### src/rtl/iram_pkg.sv
package iram_pkg;
  localparam int unsigned NREQ   = 5;
  // grant index = priority rank, lowest wins
  localparam int unsigned G_PUSH = 0;
  localparam int unsigned G_POP  = 1;
  localparam int unsigned G_REG  = 2;
  localparam int unsigned G_BIT  = 3;
  localparam int unsigned G_BYTE = 4;

  typedef enum logic [1:0] {
    BOP_READ = 2'b00,
    BOP_SET  = 2'b01,
    BOP_CLR  = 2'b10,
    BOP_PEEK = 2'b11
  } bit_op_e;
endpackage

### src/rtl/iram_arbiter.sv
module iram_arbiter #(
  parameter int unsigned N = 5
) (
  input  logic         clk_i,
  input  logic         rst_ni,
  input  logic [N-1:0] req_i,
  output logic [N-1:0] gnt_o,
  output logic [N-1:0] stall_o
);
  always_comb begin
    logic found;
    found = 1'b0;
    gnt_o = '0;
    for (int i = 0; i < N; i++) begin
      if (req_i[i] && !found) begin
        gnt_o[i] = 1'b1;
        found    = 1'b1;
      end
    end
  end

  assign stall_o = req_i & ~gnt_o;


  one_winner_chk: assert property (@(posedge clk_i) disable iff (!rst_ni)
    (|req_i) |-> ($onehot(gnt_o) && ((gnt_o & req_i) == gnt_o)));
endmodule

### src/rtl/iram_sp.sv
module iram_sp #(
  parameter int unsigned SP_W   = 8,
  parameter int unsigned ADDR_W = 7,
  parameter int unsigned SP_RST = 7
) (
  input  logic              clk_i,
  input  logic              rst_ni,
  input  logic              push_gnt_i,
  input  logic              pop_gnt_i,
  output logic [SP_W-1:0]   sp_o,
  output logic [ADDR_W-1:0] push_addr_o,
  output logic [ADDR_W-1:0] pop_addr_o
);
  logic [SP_W-1:0] sp_q, sp_inc;

  assign sp_inc      = sp_q + SP_W'(1);
  assign push_addr_o = sp_inc[ADDR_W-1:0];  // pre-increment
  assign pop_addr_o  = sp_q[ADDR_W-1:0];    // read then decrement
  assign sp_o        = sp_q;

  always_ff @(posedge clk_i or negedge rst_ni) begin
    if (!rst_ni)         sp_q <= SP_W'(SP_RST);
    else if (push_gnt_i) sp_q <= sp_inc;
    else if (pop_gnt_i)  sp_q <= sp_q - SP_W'(1);
  end


  sp_push_step_chk: assert property (@(posedge clk_i) disable iff (!rst_ni)
    push_gnt_i |=> sp_o == $past(sp_o) + SP_W'(1));

  sp_pop_step_chk: assert property (@(posedge clk_i) disable iff (!rst_ni)
    (pop_gnt_i && !push_gnt_i) |=> sp_o == $past(sp_o) - SP_W'(1));

  sp_hold_chk: assert property (@(posedge clk_i) disable iff (!rst_ni)
    (!push_gnt_i && !pop_gnt_i) |=> $stable(sp_o));
endmodule

### src/rtl/iram_port_mux.sv
module iram_port_mux
  import iram_pkg::*;
#(
  parameter int unsigned DW       = 8,
  parameter int unsigned ADDR_W   = 7,
  parameter int unsigned IDX_W    = 3,
  parameter int unsigned BANK_W   = 2,
  parameter int unsigned BIT_BASE = 32
) (
  input  logic [NREQ-1:0]   gnt_i,
  input  logic [ADDR_W-1:0] push_addr_i,
  input  logic [ADDR_W-1:0] pop_addr_i,
  input  logic [DW-1:0]     push_data_i,
  input  logic              reg_we_i,
  input  logic [IDX_W-1:0]  reg_idx_i,
  input  logic [BANK_W-1:0] bank_sel_i,
  input  logic [DW-1:0]     reg_wdata_i,
  input  bit_op_e           bit_op_i,
  input  logic [ADDR_W-1:0] bit_addr_i,
  input  logic              byte_we_i,
  input  logic [ADDR_W-1:0] byte_addr_i,
  input  logic [DW-1:0]     byte_wdata_i,
  input  logic [DW-1:0]     rd_data_i,
  output logic [ADDR_W-1:0] addr_o,
  output logic              we_o,
  output logic [DW-1:0]     wdata_o,
  output logic              bit_val_o
);
  localparam int unsigned BPOS_W = $clog2(DW);

  logic [ADDR_W-1:0] bit_byte;
  logic [DW-1:0]     bit_mask;
  logic [ADDR_W-1:0] reg_addr;

  assign bit_byte  = ADDR_W'(BIT_BASE) + ADDR_W'(bit_addr_i[ADDR_W-1:BPOS_W]);
  assign bit_mask  = DW'(1) << bit_addr_i[BPOS_W-1:0];
  assign bit_val_o = rd_data_i[bit_addr_i[BPOS_W-1:0]];
  assign reg_addr  = ADDR_W'({bank_sel_i, reg_idx_i});

  always_comb begin
    addr_o  = '0;
    we_o    = 1'b0;
    wdata_o = '0;
    if (gnt_i[G_PUSH]) begin
      addr_o  = push_addr_i;
      we_o    = 1'b1;
      wdata_o = push_data_i;
    end else if (gnt_i[G_POP]) begin
      addr_o = pop_addr_i;
    end else if (gnt_i[G_REG]) begin
      addr_o  = reg_addr;
      we_o    = reg_we_i;
      wdata_o = reg_wdata_i;
    end else if (gnt_i[G_BIT]) begin
      addr_o = bit_byte;
      unique case (bit_op_i)
        BOP_SET: begin we_o = 1'b1; wdata_o = rd_data_i | bit_mask;  end
        BOP_CLR: begin we_o = 1'b1; wdata_o = rd_data_i & ~bit_mask; end
        default: ;
      endcase
    end else if (gnt_i[G_BYTE]) begin
      addr_o  = byte_addr_i;
      we_o    = byte_we_i;
      wdata_o = byte_wdata_i;
    end
  end
endmodule

### src/rtl/iram_store.sv
module iram_store #(
  parameter int unsigned DEPTH  = 128,
  parameter int unsigned DW     = 8,
  parameter int unsigned ADDR_W = $clog2(DEPTH)
) (
  input  logic              clk_i,
  input  logic              rst_ni,
  input  logic [ADDR_W-1:0] addr_i,
  input  logic              we_i,
  input  logic [DW-1:0]     wdata_i,
  output logic [DW-1:0]     rd_data_o
);
  logic [DW-1:0] mem_q [DEPTH];

  assign rd_data_o = mem_q[addr_i];

  always_ff @(posedge clk_i or negedge rst_ni) begin
    if (!rst_ni) begin
      for (int i = 0; i < DEPTH; i++) mem_q[i] <= '0;
    end else if (we_i) begin
      mem_q[addr_i] <= wdata_i;
    end
  end


  store_write_chk: assert property (@(posedge clk_i) disable iff (!rst_ni)
    we_i |=> mem_q[$past(addr_i)] == $past(wdata_i));
endmodule

### src/rtl/iram_bank_file.sv
module iram_bank_file
  import iram_pkg::*;
#(
  parameter int unsigned DEPTH    = 128,
  parameter int unsigned DW       = 8,
  parameter int unsigned NREG     = 8,
  parameter int unsigned NBANK    = 4,
  parameter int unsigned BIT_BASE = 32,
  parameter int unsigned SP_W     = 8,
  parameter int unsigned SP_RST   = 7,
  localparam int unsigned ADDR_W  = $clog2(DEPTH),
  localparam int unsigned IDX_W   = $clog2(NREG),
  localparam int unsigned BANK_W  = $clog2(NBANK)
) (
  input  logic              clk_i,
  input  logic              rst_ni,
  input  logic              byte_req_i,
  input  logic              byte_we_i,
  input  logic [ADDR_W-1:0] byte_addr_i,
  input  logic [DW-1:0]     byte_wdata_i,
  output logic [DW-1:0]     byte_rdata_o,
  output logic              byte_stall_o,
  input  logic              reg_req_i,
  input  logic              reg_we_i,
  input  logic [IDX_W-1:0]  reg_idx_i,
  input  logic [BANK_W-1:0] bank_sel_i,
  input  logic [DW-1:0]     reg_wdata_i,
  output logic [DW-1:0]     reg_rdata_o,
  output logic              reg_stall_o,
  input  logic              bit_req_i,
  input  logic [1:0]        bit_op_i,
  input  logic [ADDR_W-1:0] bit_addr_i,
  output logic              bit_rdata_o,
  output logic              bit_stall_o,
  input  logic              push_i,
  input  logic [DW-1:0]     push_data_i,
  input  logic              pop_i,
  output logic [DW-1:0]     pop_data_o,
  output logic              pop_stall_o,
  output logic [SP_W-1:0]   sp_o
);
  logic [NREQ-1:0]   req, gnt, stall;
  logic [ADDR_W-1:0] push_addr, pop_addr, acc_addr;
  logic              acc_we, bit_val;
  logic [DW-1:0]     acc_wdata, rd_data;

  always_comb begin
    req         = '0;
    req[G_PUSH] = push_i;
    req[G_POP]  = pop_i;
    req[G_REG]  = reg_req_i;
    req[G_BIT]  = bit_req_i;
    req[G_BYTE] = byte_req_i;
  end

  iram_arbiter #(.N(NREQ)) u_arb (
    .clk_i, .rst_ni, .req_i(req), .gnt_o(gnt), .stall_o(stall)
  );

  assign pop_stall_o  = stall[G_POP];
  assign reg_stall_o  = stall[G_REG];
  assign bit_stall_o  = stall[G_BIT];
  assign byte_stall_o = stall[G_BYTE];

  iram_sp #(.SP_W(SP_W), .ADDR_W(ADDR_W), .SP_RST(SP_RST)) u_sp (
    .clk_i, .rst_ni,
    .push_gnt_i(gnt[G_PUSH]), .pop_gnt_i(gnt[G_POP]),
    .sp_o, .push_addr_o(push_addr), .pop_addr_o(pop_addr)
  );

  iram_port_mux #(
    .DW(DW), .ADDR_W(ADDR_W), .IDX_W(IDX_W), .BANK_W(BANK_W), .BIT_BASE(BIT_BASE)
  ) u_mux (
    .gnt_i(gnt), .push_addr_i(push_addr), .pop_addr_i(pop_addr),
    .push_data_i, .reg_we_i, .reg_idx_i, .bank_sel_i, .reg_wdata_i,
    .bit_op_i(bit_op_e'(bit_op_i)), .bit_addr_i,
    .byte_we_i, .byte_addr_i, .byte_wdata_i,
    .rd_data_i(rd_data), .addr_o(acc_addr), .we_o(acc_we),
    .wdata_o(acc_wdata), .bit_val_o(bit_val)
  );

  iram_store #(.DEPTH(DEPTH), .DW(DW), .ADDR_W(ADDR_W)) u_store (
    .clk_i, .rst_ni, .addr_i(acc_addr), .we_i(acc_we),
    .wdata_i(acc_wdata), .rd_data_o(rd_data)
  );

  // per-path registered returns, each held until its next grant
  always_ff @(posedge clk_i or negedge rst_ni) begin
    if (!rst_ni) begin
      byte_rdata_o <= '0;
      reg_rdata_o  <= '0;
      bit_rdata_o  <= 1'b0;
      pop_data_o   <= '0;
    end else begin
      if (gnt[G_BYTE]) byte_rdata_o <= rd_data;
      if (gnt[G_REG])  reg_rdata_o  <= rd_data;
      if (gnt[G_BIT])  bit_rdata_o  <= bit_val;
      if (gnt[G_POP])  pop_data_o   <= rd_data;
    end
  end


  byte_stall_hold_chk: assert property (@(posedge clk_i) disable iff (!rst_ni)
    byte_stall_o |=> $stable(byte_rdata_o));

  stack_first_chk: assert property (@(posedge clk_i) disable iff (!rst_ni)
    (push_i && (reg_req_i || bit_req_i || byte_req_i)) |->
      (reg_stall_o == reg_req_i && bit_stall_o == bit_req_i && byte_stall_o == byte_req_i));
endmodule

### config.mk
export PLATFORM = sky130hd
export DESIGN_NAME = iram_bank_file
export DESIGN_NICKNAME = d
export VERILOG_FILES = /design/src/rtl/iram_pkg.sv /design/src/rtl/iram_arbiter.sv /design/src/rtl/iram_sp.sv /design/src/rtl/iram_port_mux.sv /design/src/rtl/iram_store.sv /design/src/rtl/iram_bank_file.sv
export SDC_FILE = /design/constraint.sdc
export NUM_CORES = 2
export LEC_CHECK = 0
export BUFFER_PORTS_ARGS = -buffer_cell sky130_fd_sc_hd__buf_2
export CORE_UTILIZATION = 50
export DETAILED_ROUTE_END_ITERATION = 7
export GPL_TIMING_DRIVEN = 1
export PLACE_DENSITY = 0.68
export SLEW_MARGIN = 10
export SYNTH_ARGS = -nofsm -noshare
export SYNTH_HDL_FRONTEND = slang
export SYNTH_HIERARCHICAL = 1
export SYNTH_SLANG_ARGS = --single-unit
### constraint.sdc
create_clock -name clk_i -period 10.55 [get_ports clk_i]
set_clock_uncertainty 0.1 [all_clocks]
set_input_delay 0.5275 -clock clk_i [delete_from_list [all_inputs] [get_ports clk_i]]
set_output_delay 0.5275 -clock clk_i [all_outputs]
set_load 0.01 [all_outputs]
==> impl_metrics.json <==
{
  "clkTransAtPathRegs_ps": 60,
  "crit_chain": "buf_2 -> or3_4 -> nor3b_4 -> nand3b_1 -> a221o_1 -> a21oi_4 -> nor2_1 -> nand2_1 -> o22ai_1 -> or3_1 -> a22oi_1 -> o311ai_0 -> or4_1 -> o2111ai_1 -> o211ai_1 -> buf_12 -> mux2_2",
  "r2r-start": "u_sp/sp_o[0]$_DFFE_PN1P_",
  "post_cts_resized": 0,
  "drv_slew": 0,
  "cp_slowest_cell": "nor3b_4",
  "grt_pass1_vias": 34100,
  "leakage_nw": 25.9,
  "setup_viol": 0,
  "period_needed_ps": 7760,
  "pin_count": 91,
  "syn-cell-area_sq_um": 49800,
  "dr_total_vias": 34100,
  "gr-total-overflow": 0,
  "syn_nets": 3922,
  "p_per_area_nw_per_um2": 247,
  "fp.coreArea_sq_um": 98600,
  "antenna_found_initial": 2,
  "worstSetupStartpointType": "input port",
  "nNetsFinal": 3889,
  "worst_setup_path_end_kind": "flop",
  "totalWireLength_um": 151000,
  "initial_core_util": 0.505,
  "route.detailed.drc": 0,
  "ctsRootBufferMaster": "clkbuf_16",
  "antenna_cells": 0,
  "status": "completed",
  "path_max_fanout": 128,
  "crit_buf_inv": 2,
  "cts_setup_buffers": 0,
  "h-tree-depth": 3,
  "fp.dieW_um": 318,
  "criticalPathCategory": "input port to flop",
  "hold_class": "input port to flop",
  "clkLatencyLatePin_ps": 700,
  "irDropWorstVdd_uv": 142,
  "die_area_sq_um": 101000,
  "arrival_ps": 8210,
  "finalSetupTns_ps": 0,
  "viasPerCell": 6.56,
  "worstHoldStart": "bit_req_i",
  "fp.dieH_um": 318,
  "area_growth_pct": 10.2,
  "min_period_over_period": 0.735,
  "routedWlPerCell_um": 29.1,
  "yosysWarningCount": 6,
  "clk_path_buf_depth": 3,
  "rows": 115,
  "max_freq_mhz": 129,
  "critPathTopFamily": "simple AND/OR/NAND/NOR gates",
  "grt_first_pass_wirelength_um": 228000,
  "rsz0062_at_grt": "false",
  "critPathMaxStageDelay_ps": 920,
  "drv_cap": 0,
  "grt_max_degree": 182,
  "avgSynthCellArea_sq_um": 12.9,
  "layout.area.seq_sq_um": 26500,
  "drive_gt1_frac": 0.398,
  "numCtsBuffers": 109,
  "worst_slew_pin_slew_ps": 1170,
  "worstSetupStartpoint": "push_i",
  "n_fill_cell": 8032,
  "final_core_util": 0.557,
  "postRouteAntennaNets": 0,
  "critPathRequiredTime_ps": 11010,
  "hpwl_um": 91800,
  "drt_pre_antenna_iters": 5,
  "slew_headroom": 0.218,
  "hold_viol_final": 0,
  "synth_cells": 3864,
  "cts_tree": "yes",
  "place.gp.congestion": 0.906,
  "clock-sinks": 1057,
  "numPortBuffers": 90,
  "track_usage": 0.298,
  "multi_input_area_sq_um": 21800,
  "drt_iter0_markers": 3614
}
## power breakdown
| part | leakage (nW) | switching, mW | internal, mW |
|---|---|---|---|
| Clock | 1.75 | 1.60 | 2.25 |
| Sequential | 14.5 | 0.514 | 4.99 |
| Combinational | 9.69 | 2.61 | 1.61 |
## stage by stage
stage	total power, mW	setup WS (ps)	hold WS, ps	area, sq um	std cells
floorplan	8.08	5480	132	49800	3864
global placement	9.57	2600	380	51300	5006
detailed placement	9.67	2570	385	51300	5006
CTS	13.5	3250	251	54900	5197
global route	14.1	2740	292	54900	5197
finish	13.6	2790	273	54900	5197
## placed cells by master, fill, tap and decap left out, drive strengths merged, types with 10 or more instances in the layout
cell     instances
mux2          1076
dfrtp         1054
nor2           222
nand2          203
a221oi         196
buf            181
clkbuf         167
a21oi          151
o21ai           97
mux2i           78
a22oi           64
mux4            43
nand3           29
nor2b           24
o211ai          22
inv             19
nor3            17
a22o            16
nand2b          16
clkinv          14
o2111ai         14
a211oi          14
a31oi           13
o22ai           13
o221ai          13
and3b           13
nand4           12
a221o           10
## per-layer routing
layer	up-vias	wire length (um)	GRT usage
li1	14300	-	-
met1	17900	64400	0.420
met5	-	0	0
met3	379	12300	0.0590
met4	0	7160	0.132
met2	1542	67200	0.449
## tightest hold or removal path: stages
cell and delay [ps]:
buf_2 130, nor3b_4 140, mux2_4 230
## flip-flops by register name, summed over array words and instances, names as in the netlist
signal	flops
pop_data_o	8
u_store/mem_q	1024
u_sp/sp_o	8
reg_rdata_o	8
byte_rdata_o	8
bit_rdata_o	1
## path summary, 6_finish.rpt
kind                            depth (start not counted)                             end  slack (ps)
worst min-delay path                                    3     byte_rdata_o[0]$_DFFE_PN0P_         270
worst max-delay path                                   17  u_store/mem_q[522]$_DFFE_PN0P_        2790
max in group asynchronous                               4  u_store/mem_q[488]$_DFFE_PN0P_        7450
worst max register to register                         16  u_store/mem_q[522]$_DFFE_PN0P_        3860
min in group asynchronous                               2        u_sp/sp_o[5]$_DFFE_PN0P_         430
worst min register to register                          1  u_store/mem_q[936]$_DFFE_PN0P_         400
## timing repair
action                     in CTS  in global routing
setup endpoints to repair       0                  0
hold buffers                    1                  0
hold endpoints to repair      108                  0
## area by class of cell
class                      instances  area share
sequential                      1057       0.482
multi-input combinational       2465       0.398
clock buffer                     167      0.0590
tap                             1287      0.0293
timing repair buffer             182      0.0249
clock inverter                    23     0.00545
inverter                          16     0.00114
Note: power is estimated with default switching activity, not from simulation.
